$ cat src/rtl/trig_slave_pkg.sv
package trig_slave_pkg;
  typedef enum logic [2:0] {
    SM_FREE  = 3'b000,
    SM_RES1  = 3'b001,
    SM_RES2  = 3'b010,
    SM_RES3  = 3'b011,
    SM_RESTART = 3'b100,
    SM_GATE  = 3'b101,
    SM_START = 3'b110,
    SM_EXTCK = 3'b111
  } smode_e;

  localparam logic [2:0] TS_CH0_EDGE = 3'b100;
  localparam logic [2:0] TS_CH0_FILT = 3'b101;
  localparam logic [2:0] TS_CH1_FILT = 3'b110;
endpackage

$ cat src/rtl/trig_select.sv
module trig_select
  import trig_slave_pkg::*;
(
  input  logic       clk,
  input  logic       rst,
  input  logic [2:0] tsel,
  input  logic       ch0_edge,
  input  logic       ch0_filt,
  input  logic       ch1_filt,
  output logic       lvl,
  output logic       rise
);
  logic lvl_q;

  always_comb begin
    case (tsel)
      TS_CH0_EDGE: lvl = ch0_edge;
      TS_CH0_FILT: lvl = ch0_filt;
      TS_CH1_FILT: lvl = ch1_filt;
      default:     lvl = 1'b0;
    endcase
  end

  always_ff @(posedge clk) begin
    if (rst) lvl_q <= 1'b0;
    else     lvl_q <= lvl;
  end

  assign rise = lvl & ~lvl_q;

  // an unused select code never yields a trigger edge
  p_reserved_quiet_r8: assert property (@(posedge clk) disable iff (rst)
    (tsel == 3'b111) |-> !rise);
endmodule

$ cat src/rtl/slave_ctrl.sv
module slave_ctrl
  import trig_slave_pkg::*;
(
  input  logic   clk,
  input  logic   rst,
  input  smode_e mode,
  input  logic   cen_wr,
  input  logic   cen_wdata,
  input  logic   trig_lvl,
  input  logic   trig_rise,
  output logic   tick,
  output logic   restart,
  output logic   cen
);
  always_ff @(posedge clk) begin
    if (rst) cen <= 1'b0;
    else begin
      if (cen_wr) cen <= cen_wdata;
      if (mode == SM_START && trig_rise) cen <= 1'b1;
    end
  end

  always_comb begin
    case (mode)
      SM_GATE:  tick = cen & trig_lvl;
      SM_EXTCK: tick = cen & trig_rise;
      default:  tick = cen;
    endcase
    restart = (mode == SM_RESTART) && trig_rise;
  end

  p_start_sets_cen_r6: assert property (@(posedge clk) disable iff (rst)
    (mode == SM_START && trig_rise) |=> cen);
  p_gate_blocks_r5: assert property (@(posedge clk) disable iff (rst)
    (mode == SM_GATE && !trig_lvl) |-> !tick);
endmodule

$ cat src/rtl/cnt_core.sv
module cnt_core #(
  parameter int CNT_W = 16
) (
  input  logic             clk,
  input  logic             rst,
  input  logic             tick,
  input  logic             restart,
  input  logic [CNT_W-1:0] reload,
  output logic [CNT_W-1:0] cnt,
  output logic             upd
);
  localparam logic [CNT_W-1:0] ONE = CNT_W'(1);

  always_ff @(posedge clk) begin
    if (rst) begin
      cnt <= '0;
      upd <= 1'b0;
    end else if (restart) begin
      cnt <= '0;
      upd <= 1'b1;
    end else if (tick) begin
      if (cnt == reload) begin
        cnt <= '0;
        upd <= 1'b1;
      end else begin
        cnt <= cnt + ONE;
        upd <= 1'b0;
      end
    end else begin
      upd <= 1'b0;
    end
  end

  p_restart_zero_r4: assert property (@(posedge clk) disable iff (rst)
    restart |=> (cnt == '0) && upd);
  p_wrap_r3: assert property (@(posedge clk) disable iff (rst)
    (tick && !restart && cnt == reload) |=> (cnt == '0) && upd);
  p_hold_r2: assert property (@(posedge clk) disable iff (rst)
    (!tick && !restart) |=> $stable(cnt) && !upd);
endmodule

$ cat src/rtl/trig_slave_timer.sv
module trig_slave_timer
  import trig_slave_pkg::*;
#(
  parameter int CNT_W = 16
) (
  input  logic             clk,
  input  logic             rst,
  input  logic [2:0]       mode_i,
  input  logic             tsel_wr_i,
  input  logic [2:0]       tsel_i,
  input  logic             cen_wr_i,
  input  logic             cen_wdata_i,
  input  logic [CNT_W-1:0] reload_i,
  input  logic             ch0_edge_i,
  input  logic             ch0_filt_i,
  input  logic             ch1_filt_i,
  input  logic [1:0]       cc_req_i,
  input  logic [3:0]       irq_en_i,
  input  logic [1:0]       flag_clr_i,
  output logic [CNT_W-1:0] cnt_o,
  output logic             upd_o,
  output logic             upd_flag_o,
  output logic             trg_flag_o,
  output logic             cen_o,
  output logic             irq_o
);
  smode_e     mode;
  logic [2:0] tsel_q;
  logic       trig_lvl, trig_rise, tick, restart;

  assign mode = smode_e'(mode_i);

  always_ff @(posedge clk) begin
    if (rst) tsel_q <= 3'b000;
    else if (tsel_wr_i && mode == SM_FREE) tsel_q <= tsel_i;
  end

  trig_select u_sel (
    .clk(clk), .rst(rst), .tsel(tsel_q),
    .ch0_edge(ch0_edge_i), .ch0_filt(ch0_filt_i), .ch1_filt(ch1_filt_i),
    .lvl(trig_lvl), .rise(trig_rise)
  );

  slave_ctrl u_ctrl (
    .clk(clk), .rst(rst), .mode(mode),
    .cen_wr(cen_wr_i), .cen_wdata(cen_wdata_i),
    .trig_lvl(trig_lvl), .trig_rise(trig_rise),
    .tick(tick), .restart(restart), .cen(cen_o)
  );

  cnt_core #(.CNT_W(CNT_W)) u_cnt (
    .clk(clk), .rst(rst), .tick(tick), .restart(restart),
    .reload(reload_i), .cnt(cnt_o), .upd(upd_o)
  );

  always_ff @(posedge clk) begin
    if (rst) begin
      upd_flag_o <= 1'b0;
      trg_flag_o <= 1'b0;
      irq_o      <= 1'b0;
    end else begin
      if (tick && reload_i == cnt_o || restart) upd_flag_o <= 1'b1;
      else if (flag_clr_i[0])                   upd_flag_o <= 1'b0;
      if (trig_rise)          trg_flag_o <= 1'b1;
      else if (flag_clr_i[1]) trg_flag_o <= 1'b0;
      irq_o <= (upd_flag_o & irq_en_i[0]) | (cc_req_i[0] & irq_en_i[1]) |
               (cc_req_i[1] & irq_en_i[2]) | (trg_flag_o & irq_en_i[3]);
    end
  end

  p_tsel_lock_r9: assert property (@(posedge clk) disable iff (rst)
    (mode != SM_FREE) |=> $stable(tsel_q));
  p_trg_sticky_r10: assert property (@(posedge clk) disable iff (rst)
    (trg_flag_o && !flag_clr_i[1]) |=> trg_flag_o);
  p_upd_sets_flag_r3: assert property (@(posedge clk) disable iff (rst)
    upd_o |-> upd_flag_o);
  p_irq_masked_r11: assert property (@(posedge clk) disable iff (rst)
    (irq_en_i == 4'b0000) |=> !irq_o);
endmodule

$ cat config.mk
export PLATFORM = sky130hd
export DESIGN_NAME = trig_slave_timer
export DESIGN_NICKNAME = d
export VERILOG_FILES = /design/src/rtl/trig_slave_pkg.sv /design/src/rtl/trig_select.sv /design/src/rtl/slave_ctrl.sv /design/src/rtl/cnt_core.sv /design/src/rtl/trig_slave_timer.sv
export SDC_FILE = /design/constraint.sdc
export NUM_CORES = 1
export LEC_CHECK = 0
export CAP_MARGIN = 20
export CORE_MARGIN = 4
export CORE_UTILIZATION = 45
export CTS_BUF_LIST = sky130_fd_sc_hd__clkbuf_4
export CTS_CLUSTER_DIAMETER = 150
export DETAILED_ROUTE_END_ITERATION = 16
export DONT_BUFFER_PORTS = 1
export PLACE_DENSITY_LB_ADDON = 0.15
export SLEW_MARGIN = 20
export SYNTH_ARGS = -nofsm -noshare
export SYNTH_HDL_FRONTEND = slang
export SYNTH_SLANG_ARGS = --single-unit
$ cat constraint.sdc
create_clock -name clk -period 3.35 [get_ports clk]
set_input_delay 0.335 -clock clk [delete_from_list [all_inputs] [get_ports clk]]
set_output_delay 0.335 -clock clk [all_outputs]
set_load 0.01 [all_outputs]
==> results of run 1 <==
==> cells by family (layout without fill, tap and decap cells) <==
kind of cell / count (synthesis) / count (layout)
multiplexers: 6 / 6
AND/OR/NAND/NOR: 54 / 54
AO/OA/AOI/OAI: 34 / 34
adder cells (fa/ha/maj): 1 / 1
XOR/XNOR: 22 / 22
buffers and inverters: 6 / 7
flip-flops: 25 / 25
==> per-stage QoR <==
stage | power (mW) | setup WS, ps | cells | utilization, % | instance area [um2]
finish | 0.476 | 1250 | 180 | 49.9 | 1390
global placement | 0.342 | 1330 | 176 | 48.8 | 1360
global route | 0.498 | 1080 | 180 | 49.9 | 1390
floorplan | 0.338 | 1620 | 148 | - | 1330
CTS | 0.483 | 1190 | 180 | 49.9 | 1390
detailed placement | 0.343 | 1210 | 176 | 48.8 | 1360
==> cell type report <==
cell class,instances,area [um2]
fill,279,1390
clock inverter,1,7.51
clock buffer,3,22.5
tap,31,38.8
sequential,25,500
inverter,3,11.3
multi-input combinational,117,807
==> power by group through the flow <==
stage / registers, mW / clock network [mW] / logic [mW]
final: 0.307 / 0.140 / 0.0288
after global placement: 0.313 / 0 / 0.0284
after detailed placement: 0.314 / 0 / 0.0294
after global routing: 0.308 / 0.157 / 0.0328
after CTS: 0.307 / 0.146 / 0.0295
after floorplan: 0.312 / 0 / 0.0258
==> worst register-to-register path, stage by stage, from the launching register on <==
cell and delay, ps:
dfxtp_1 460, nand2_1 170, nor4_4 440, nor2_2 180
o211ai_2 630, nor2_1 110
==> registers in the layout, summed over array words and instances, names as in the netlist <==
register     flops
tsel_q           3
trg_flag_o       1
u_ctrl.cen       1
irq_o            1
u_sel.lvl_q      1
u_cnt.cnt       16
upd_flag_o       1
u_cnt.upd        1
==> path summary, 6_finish.rpt <==
path,start,endpoint,slack [ps]
max,u_ctrl.cen,u_cnt.cnt[4],1250
min,rst,upd_flag_o,50
max reg2reg,u_ctrl.cen,u_cnt.cnt[4],1250
min reg2reg,tsel_q[2],u_sel.lvl_q,520
==> synthesized netlist by cell type <==
| cell | instances | share of area [%] |
|---|---|---|
| dfxtp_1 | 25 | 38 |
| xor2_1 | 22 | 14 |
| nor2_1 | 13 | 3.7 |
| a21oi_1 | 12 | 4.5 |
| o21ai_0 | 8 | 3.0 |
| mux2i_1 | 6 | 4.5 |
| nand2_1 | 6 | 1.7 |
| nand3_1 | 6 | 2.3 |
| or3_1 | 6 | 2.8 |
| nor4_1 | 4 | 1.9 |
| and3_1 | 3 | 1.4 |
| inv_1 | 3 | 0.85 |
| nand4_1 | 3 | 1.4 |
| o31ai_1 | 3 | 1.7 |
| or4_1 | 3 | 1.7 |
| a22oi_1 | 2 | 1.1 |
| and2_1 | 2 | 0.94 |
| clkbuf_1 | 2 | 0.56 |
| nand3b_1 | 2 | 1.1 |
| o2111ai_1 | 2 | 1.3 |
| a21bo_2 | 1 | 0.75 |
| a31oi_1 | 1 | 0.47 |
| buf_2 | 1 | 0.38 |
| ha_1 | 1 | 0.94 |
| nand2b_1 | 1 | 0.47 |
| nor2_2 | 1 | 0.47 |
| nor4_4 | 1 | 1.6 |
| nor4b_1 | 1 | 0.66 |
| nor4bb_1 | 1 | 0.75 |
| o2111ai_2 | 1 | 1.1 |
| o211ai_2 | 1 | 0.94 |
| o21ai_1 | 1 | 0.38 |
| o22ai_1 | 1 | 0.47 |
| o31ai_4 | 1 | 1.6 |
| or2_2 | 1 | 0.47 |
==> cell usage in the layout (no fill, tap or decap), types with 2 or more instances in the layout <==
master,count
mux2i_1,6
a22oi_1,2
and2_1,2
dfxtp_1,25
o21ai_0,8
inv_1,3
or4_1,3
o31ai_1,3
clkbuf_4,3
nand3b_1,2
nand4_1,3
xor2_1,22
nor2_1,13
o2111ai_1,2
nand2_1,6
nand3_1,6
a21oi_1,12
or3_1,6
and3_1,3
nor4_1,4
==> metal layers <==
layer | vias up | global-route usage (%)
met5 | - | 0
met4 | 0 | 5.57
met3 | 4 | 5.40
met2 | 31 | 25.8
met1 | 508 | 17.9
li1 | 547 | -
==> flow_metrics.py, run 1 <==
metrics = {
    "floorplanning": {
        "die_height_um": 62.4,
        "start_util_pct": 47.9,
        "rows": 19,
        "fp.dieW_um": 62.4,
        "die_area_um2": 3890,
        "io_pins": 59,
        "core-area_um2": 2780,
    },
    "synth": {
        "yosys_warnings": 0,
        "synth_top_family_by_area": "simple AND/OR/NAND/NOR gates",
        "synth.distinct_cells": 35,
        "synthMuxAreaShare_pct": 4.51,
        "ys_seq_elements": 25,
        "synth_adder_area_share_pct": 0.940,
        "syn_avg_cell_area_um2": 9.00,
        "synthesis.area_um2": 1330,
        "synth-simple-area-share_pct": 23.3,
        "synth_fp_nets": 187,
        "synth_xor_area_share_pct": 14.5,
        "ys_seq_area_share_pct": 37.6,
        "synth_compound_area_share_pct": 17.4,
        "syn_inst": 148,
    },
    "place": {
        "gp_routability_congestion": 0.800,
        "place_hpwl_um": 2430,
        "portBuffers": 0,
    },
    "routing": {
        "post_drt_via_cell_ratio": 6.06,
        "wl_met1_um": 1280,
        "num_vias": 1090,
        "wl_per_cell_um": 16.9,
        "drtPass1Iterations": 4,
        "post-route-drc-count": 0,
        "highest_layer": "met4",
        "routed_wl_um": 3050,
        "routed-wl-met3_um": 226,
        "drt_iter0_drc": 28,
        "route.met2.wl_um": 1500,
        "ant_nets": 0,
    },
    "power_and_ir_drop": {
        "power.density_nw_per_um2": 343,
        "power_frac_comb_pct": 6.0,
        "peakVddDrop_v": 0.000242,
        "p_int_mw": 0.360,
        "p_clk_share_pct": 29.5,
        "switching_share_pct": 24.4,
        "p_switching_mw": 0.116,
        "p_leak_nw": 0.483,
        "seqPwrFrac_pct": 64.5,
    },
    "critical_path": {
        "cp-start-kind": "flop",
        "worstPathRequired_ps": 3540,
        "rr_worst_depth": 5,
        "critPathMaxStageDelay_ps": 630,
        "cp_top_family": "simple AND/OR/NAND/NOR gates",
        "arrival_ps": 2300,
        "path_depth": 5,
        "path_cells": "nand2_1 -> nor4_4 -> nor2_2 -> o211ai_2 -> nor2_1",
        "slowest_stage": "o211ai_2",
        "endpoint_kind": "flop",
        "critical_path_buf_inv_count": 0,
        "critPathMaxFanout": 16,
        "critical_path_class": "reg2reg",
    },
    "sta": {
        "skew_ps": 11.8,
        "fin_crit_ps": 2100,
        "tightest_slew_ps": 846,
        "fin_crit_sh_pct": 62.7,
        "worst_hold_slack_ps": 53.0,
        "tns_ps": 0,
        "slew_viol_final": 0,
        "final_hold_viol_count": 0,
        "slew_headroom_pct": 42.8,
        "fmax_mhz": 476,
        "setup_viol": 0,
        "rsz0062_at_grt": "no",
    },
    "run": {
        "maxCapViolCount": 0,
    },
    "clock_network": {
        "clockRootBuffer": "clkbuf_4",
        "clock_latency_ps": 320,
        "clkTransAtPathRegs_ps": 150,
        "tritoncts": "done",
        "clk_path_buf_depth": 2,
        "htree_levels": 1,
        "cts_resized": 0,
        "postCtsHoldBufs": 0,
        "postCtsSetupRepairBufs": 0,
        "cts_made_buffers": 3,
        "cts.sink_count": 25,
    },
    "worst_hold_path": {
        "min_path_type": "in2reg",
        "hold_depth": 1,
    },
    "grt": {
        "grt_max_degree": 17,
        "grt_pass1_wl_um": 4960,
        "grt.total_usage_pct": 15.4,
        "grt_overflow_total": 0,
        "antenna_found_initial": 0,
        "grt_pass1_vias": 1112,
    },
    "status": {
        "status": "finished clean",
    },
    "final_layout": {
        "drive_gt1_share_pct": 7.38,
        "syn_to_final_growth_pct": 4.23,
        "nets": 189,
        "antenna_cells": 0,
    },
}
Power figures use the tool's default switching activity.
==> inputs of run 2 (changes only) <==
- ABC_AREA: not set -> 1
- clock period: 3.35 -> 2 ns (I/O delays scaled with it)
==> run 2 against run 1 <==
Effect of this change:
- non-clock buffer count is 6 higher
- utilization is 0.35 points lower
- wire length is 53% higher
- sequential share of layout area is 11 points lower
- clock power is 79% higher
- clock skew is 4.9 ps lower
- via count is 72% higher
- flip-flop and latch count stayed put
- design area is 44% higher
- first-iteration DRC count grew to 3.6 times the previous value
- sequential power is 68% higher
==> flow_metrics.py, run 2 <==
metrics = {
    "status": {
        "status": "finished clean",
    },
    "synth": {
        "ys_seq_elements": 25,
        "synth_common_cells": "nand2_1 (124), inv_1 (44), nor2_1 (33)",
        "synth-async-reset-ratio_pct": 0,
        "synth-edff-count": 0,
        "syn_avg_cell_area_um2": 5.78,
        "yosys_warnings": 0,
        "synth-simple-area-share_pct": 53.5,
        "synthesis.area_um2": 1890,
        "synth_compound_area_share_pct": 4.90,
        "synth_top_area_share_pct": 26.5,
        "synth_adder_area_share_pct": 0.662,
        "syn_inst": 327,
        "synth.distinct_cells": 31,
        "synth_top_family_by_area": "simple AND/OR/NAND/NOR gates",
        "synth_area_leader_cell": "dfxtp_1",
        "synth_ff_type": "dfxtp_1",
        "netlist_top_cells_area": "dfxtp_1 (26%), nand2_1 (25%), inv_1 (8.7%)",
        "synthMuxAreaShare_pct": 0.529,
        "yosysMostFrequentCell": "nand2_1",
        "synth_fp_nets": 366,
        "ys_seq_area_share_pct": 26.5,
        "synth_xor_area_share_pct": 1.39,
    },
    "critical_path": {
        "rrSetupSlack_ps": 290,
        "startpoint": "u_cnt.cnt[1]",
        "critical_path_class": "reg2reg",
        "arrival_ps": 1990,
        "endpoint_kind": "flop",
        "cp-start-kind": "flop",
        "worstPathRequired_ps": 2290,
        "critPathMaxFanout": 6,
        "r2r-start": "u_cnt.cnt[1]",
    },
    "sta": {
        "slew_viol_final": 0,
        "final_hold_viol_count": 0,
        "setup_viol": 0,
        "slew_headroom_pct": 71.5,
        "fmax_mhz": 586,
        "skew_ps": 6.91,
        "tightest_slew_ps": 427,
        "fin_crit_ps": 1710,
        "worst_hold_slack_ps": 13.6,
        "rsz0062_at_grt": "no",
        "tns_ps": 0,
        "fin_crit_sh_pct": 85.3,
    },
    "clock_network": {
        "postCtsSetupRepairBufs": 0,
        "clkTransAtPathRegs_ps": 160,
        "tritoncts": "done",
        "htree_levels": 1,
        "clk_path_buf_depth": 2,
        "clock_latency_ps": 340,
        "clockRootBuffer": "clkbuf_4",
        "cts.sink_count": 25,
        "cts_made_buffers": 3,
    },
    "routing": {
        "post-route-drc-count": 0,
        "drtPass1Iterations": 4,
        "wl_per_cell_um": 12.2,
        "ant_nets": 0,
        "num_vias": 1876,
        "post_drt_via_cell_ratio": 4.90,
        "drt_iter0_drc": 102,
        "routed_wl_um": 4660,
    },
    "final_layout": {
        "final_cell_mix": "nand2_1 (124), inv_1 (44), nor2_1 (33)",
        "antenna_cells": 0,
        "drive_gt1_share_pct": 11.7,
        "reg_top3": "u_cnt.cnt (16), tsel_q (3)",
        "fillCellCount": 452,
        "final_util_pct": 49.5,
        "nets": 373,
        "layout_commonest_cell": "nand2_1",
        "largest-register": "u_cnt.cnt",
        "largest_reg_flops": 16,
        "syn_to_final_growth_pct": 5.56,
    },
    "floorplanning": {
        "fp.dieW_um": 72.8,
        "rows": 23,
        "io_pins": 59,
        "die_height_um": 72.8,
        "core-area_um2": 4030,
        "start_util_pct": 46.9,
        "die_area_um2": 5300,
    },
    "power_and_ir_drop": {
        "p_switching_mw": 0.257,
        "peakVddDrop_v": 0.000417,
        "seqPwrFrac_pct": 58.4,
        "p_leak_nw": 0.888,
        "power.density_nw_per_um2": 442,
        "switching_share_pct": 29.2,
        "p_int_mw": 0.625,
        "p_clk_share_pct": 28.3,
        "power_frac_comb_pct": 13.2,
    },
    "grt": {
        "grt_pass1_wl_um": 7670,
        "grt_pass1_vias": 1637,
        "grt.total_usage_pct": 18.3,
        "antenna_found_initial": 0,
        "grt_overflow_total": 0,
        "grt_max_degree": 20,
    },
    "worst_hold_path": {
        "hp-start": "mode_i[1]",
        "min_path_type": "in2reg",
    },
    "place": {
        "place_hpwl_um": 3740,
        "portBuffers": 0,
        "gp_routability_congestion": 0.905,
    },
    "run": {
        "maxCapViolCount": 0,
    },
}
-- run 2: through the flow --
| stage | cell area [um2] | setup WS, ps | power, mW | cells |
|---|---|---|---|---|
| finish | 2000 | 295 | 0.882 | 383 |
| global placement | 1950 | 312 | 0.638 | 377 |
| floorplan | 1890 | 484 | 0.620 | 327 |
| detailed placement | 1950 | 310 | 0.639 | 377 |
| CTS | 1990 | 276 | 0.882 | 382 |
| global route | 2000 | 107 | 0.927 | 383 |
-- run 2: cell type report --
type | instances | area [um2] | share of cell area [%]
clock buffers | 3 | 22.5 | 1.13
clock inverters | 1 | 7.51 | 0.376
inverters | 53 | 199 | 9.97
multi-input cells | 245 | 1150 | 57.8
flip-flops and latches | 25 | 500 | 25.1
well taps | 50 | 62.6 | 3.13
repair buffers | 6 | 50.0 | 2.51
-- run 2: cells by family after synthesis --
kind of cell / after synthesis
AO/OA/AOI/OAI: 16
XOR/XNOR: 3
adder cells (fa/ha/maj): 1
buffers and inverters: 57
flip-flops: 25
multiplexers: 1
AND/OR/NAND/NOR: 224
-- run 2: layer usage --
layer  up-vias  GRT usage (%)  routed length, um  part of all wire (%)
met5         -              0                  0                     0
met4         0           3.07                 28                  0.60
met3         4           4.55                277                   5.9
met2        48           29.2               2110                    45
met1       802           25.3               2240                    48
li1       1022              -                  -                     -
-- run 2: power by group through the flow --
stage	registers, mW	logic [mW]	clock network [mW]
final	0.516	0.117	0.250
after floorplan	0.527	0.0932	0
after CTS	0.516	0.116	0.251
after global routing	0.517	0.134	0.276
after detailed placement	0.526	0.113	0
after global placement	0.526	0.112	0
-- run 2: what timing repair did --
item,CTS,global route
hold endpoints to repair,4,1
gates resized for setup,0,0
hold buffers,1,1
-- run 2: worst max-delay path, stage by stage, from the launching register on --
cell and delay (ps):
dfxtp_1 510, ha_1 250, inv_1 90, nor3_4 300, nand2_2 100, nor2_2 110, nand3_1 80, nand2_1 60
nand2_1 50, nor2_2 90
-- run 2: path summary, 6_finish.rpt --
check,cells after the start,end
worst max-delay path,9,u_cnt.cnt[10]
worst min-delay path,2,u_ctrl.cen
worst max register to register,9,u_cnt.cnt[10]
worst min register to register,2,tsel_q[1]
==> inputs of run 3 (changes only) <==
- CELL_PAD_IN_SITES_DETAIL_PLACEMENT: not set -> 1
- CELL_PAD_IN_SITES_GLOBAL_PLACEMENT: not set -> 1
- CORE_UTILIZATION: 45 -> 43
==> run 3 against run 2 <==
Effect of this change:
- register-to-register slack worse by 70 ps
- combinational power up 10%
- total power up 3.2%
- worst hold slack worse by 4.2 ps
- die area up 4.1%
- sequential share of layout area down 0.26 points
- design area up 1.1%
- non-clock buffer count up 2
- global-route usage up 2.9 points
- setup slack worse by 68 ps
- largest cell class unchanged
==> flow_metrics.py, run 3 (synthesized netlist as in run 2, its figures left out) <==
metrics = {
    "power_and_ir_drop": {
        "total_power_mw": 0.911,
        "p_switching_mw": 0.278,
        "switching_share_pct": 30.5,
        "p_int_mw": 0.633,
        "power_frac_comb_pct": 14.1,
        "p_leak_nw": 0.900,
        "peakVddDrop_v": 0.000331,
        "p_clk_share_pct": 29.7,
        "seqPwrFrac_pct": 56.2,
        "power.density_nw_per_um2": 451,
    },
    "place": {
        "gp_routability_congestion": 0.803,
        "place_hpwl_um": 4530,
        "portBuffers": 0,
        "dp_cells": 377,
    },
    "final_layout": {
        "antenna_cells": 0,
        "stdcell_count": 385,
        "fillCellCount": 626,
        "final_cell_mix": "nand2_1 (124), inv_1 (44), nor2_1 (33)",
        "final_util_pct": 49.0,
        "largest-register": "u_cnt.cnt",
        "drive_gt1_share_pct": 11.6,
        "syn_to_final_growth_pct": 6.68,
        "nets": 375,
        "largest_reg_flops": 16,
        "reg_top3": "u_cnt.cnt (16), tsel_q (3)",
        "layout_commonest_cell": "nand2_1",
    },
    "floorplanning": {
        "fp.dieW_um": 74.3,
        "die_area_um2": 5520,
        "io_pins": 59,
        "core-area_um2": 4120,
        "rows": 23,
        "start_util_pct": 45.9,
        "die_height_um": 74.3,
    },
    "grt": {
        "grt_pass1_vias": 2042,
        "grt_overflow_total": 0,
        "antenna_found_initial": 0,
        "grt_max_degree": 20,
        "grt.total_usage_pct": 21.2,
        "grt_pass1_wl_um": 9110,
    },
    "clock_network": {
        "clkTransAtPathRegs_ps": 160,
        "clockRootBuffer": "clkbuf_4",
        "cts_resized": 0,
        "postCtsSetupRepairBufs": 0,
        "tritoncts": "done",
        "clock_latency_ps": 340,
        "postCtsHoldBufs": 4,
        "cts_made_buffers": 3,
        "clk_path_buf_depth": 2,
        "cts.sink_count": 25,
        "htree_levels": 1,
    },
    "critical_path": {
        "endpoint_kind": "flop",
        "slowest_stage": "dlygate4sd3_1",
        "cp-start-kind": "flop",
        "critPathMaxStageDelay_ps": 590,
        "path_cells": "inv_2 -> nor2_1 -> nor2_2 -> nand3_1 -> nor2_1 -> nand4_1 -> dlygate4sd3_1 -> a21oi_1",
        "critical_path_buf_inv_count": 2,
        "worstPathRequired_ps": 2290,
        "critical_path_class": "reg2reg",
        "cp_top_family": "buffers and inverters",
        "critPathMaxFanout": 4,
        "arrival_ps": 2060,
        "critPathMostFrequentCell": "nor2_1",
    },
    "routing": {
        "ant_nets": 0,
        "routed_wl_um": 5500,
        "post-route-drc-count": 0,
        "post_drt_via_cell_ratio": 5.22,
        "wl_per_cell_um": 14.3,
        "drtPass1Iterations": 4,
        "num_vias": 2011,
        "drt_iter0_drc": 69,
    },
    "sta": {
        "final_hold_viol_count": 0,
        "slew_viol_final": 0,
        "tightest_slew_ps": 401,
        "rsz0062_at_grt": "no",
        "skew_ps": 5.99,
        "tns_ps": 0,
        "setup_viol": 0,
        "slew_headroom_pct": 73.2,
        "worst_hold_slack_ps": 9.35,
        "fmax_mhz": 564,
        "fin_crit_ps": 1770,
        "fin_crit_sh_pct": 88.6,
    },
    "status": {
        "status": "finished clean",
    },
    "run": {
        "maxCapViolCount": 0,
    },
    "worst_hold_path": {
        "min_path_type": "in2reg",
    },
}
run 3: cell count changes in the layout (fill, tap and decap cells not counted), sizes merged:
cell	delta
dlygate4sd3	+2
clkinvlp	-1
inv	+1
run 3: metal layers:
layer	global-route usage [%]	wire (um)	vias up
li1	-	-	1028
met1	25.7	2420	931
met2	38.6	2710	46
met3	3.92	319	6
met4	5.34	50	0
met5	0	0	-
run 3: power groups by stage:
stage | clock (mW) | combinational [mW] | sequential [mW]
floorplan | 0 | 0.0932 | 0.527
global placement | 0 | 0.119 | 0.522
detailed placement | 0 | 0.125 | 0.522
CTS | 0.273 | 0.130 | 0.512
global route | 0.292 | 0.147 | 0.513
finish | 0.270 | 0.129 | 0.512
run 3: worst register-to-register path, delay by kind of cell, from the launching register on:
family / cells / cell delay (ps)
simple gates: 5 / 610
buf+inv: 2 / 660
flops: 1 / 340
compound gates: 1 / 120
run 3: stage by stage:
step	setup WS, ps	instance area [um2]
global route	72.9	2020
CTS	264	2020
global placement	418	1950
detailed placement	320	1950
floorplan	484	1890
finish	227	2020
run 3: final cells by class:
type                    instances  area (um2)  share of cell area (%)
well taps                      50        62.6                    3.10
inverters                      53         199                    9.86
clock buffers                   3        22.5                    1.12
multi-input cells             245        1150                    57.2
clock inverters                 1        8.76                   0.434
repair buffers                  8        70.1                    3.47
flip-flops and latches         25         500                    24.8
run 3: worst paths after layout:
check / startpoint / end / slack, ps / depth (start not counted)
setup / recovery: tsel_q[1] / u_ctrl.cen / 230 / 8
hold reg to reg: tsel_q[1] / tsel_q[1] / 480 / 2
setup reg to reg: tsel_q[1] / u_ctrl.cen / 230 / 8
hold / removal: flag_clr_i[0] / upd_flag_o / 9 / 2
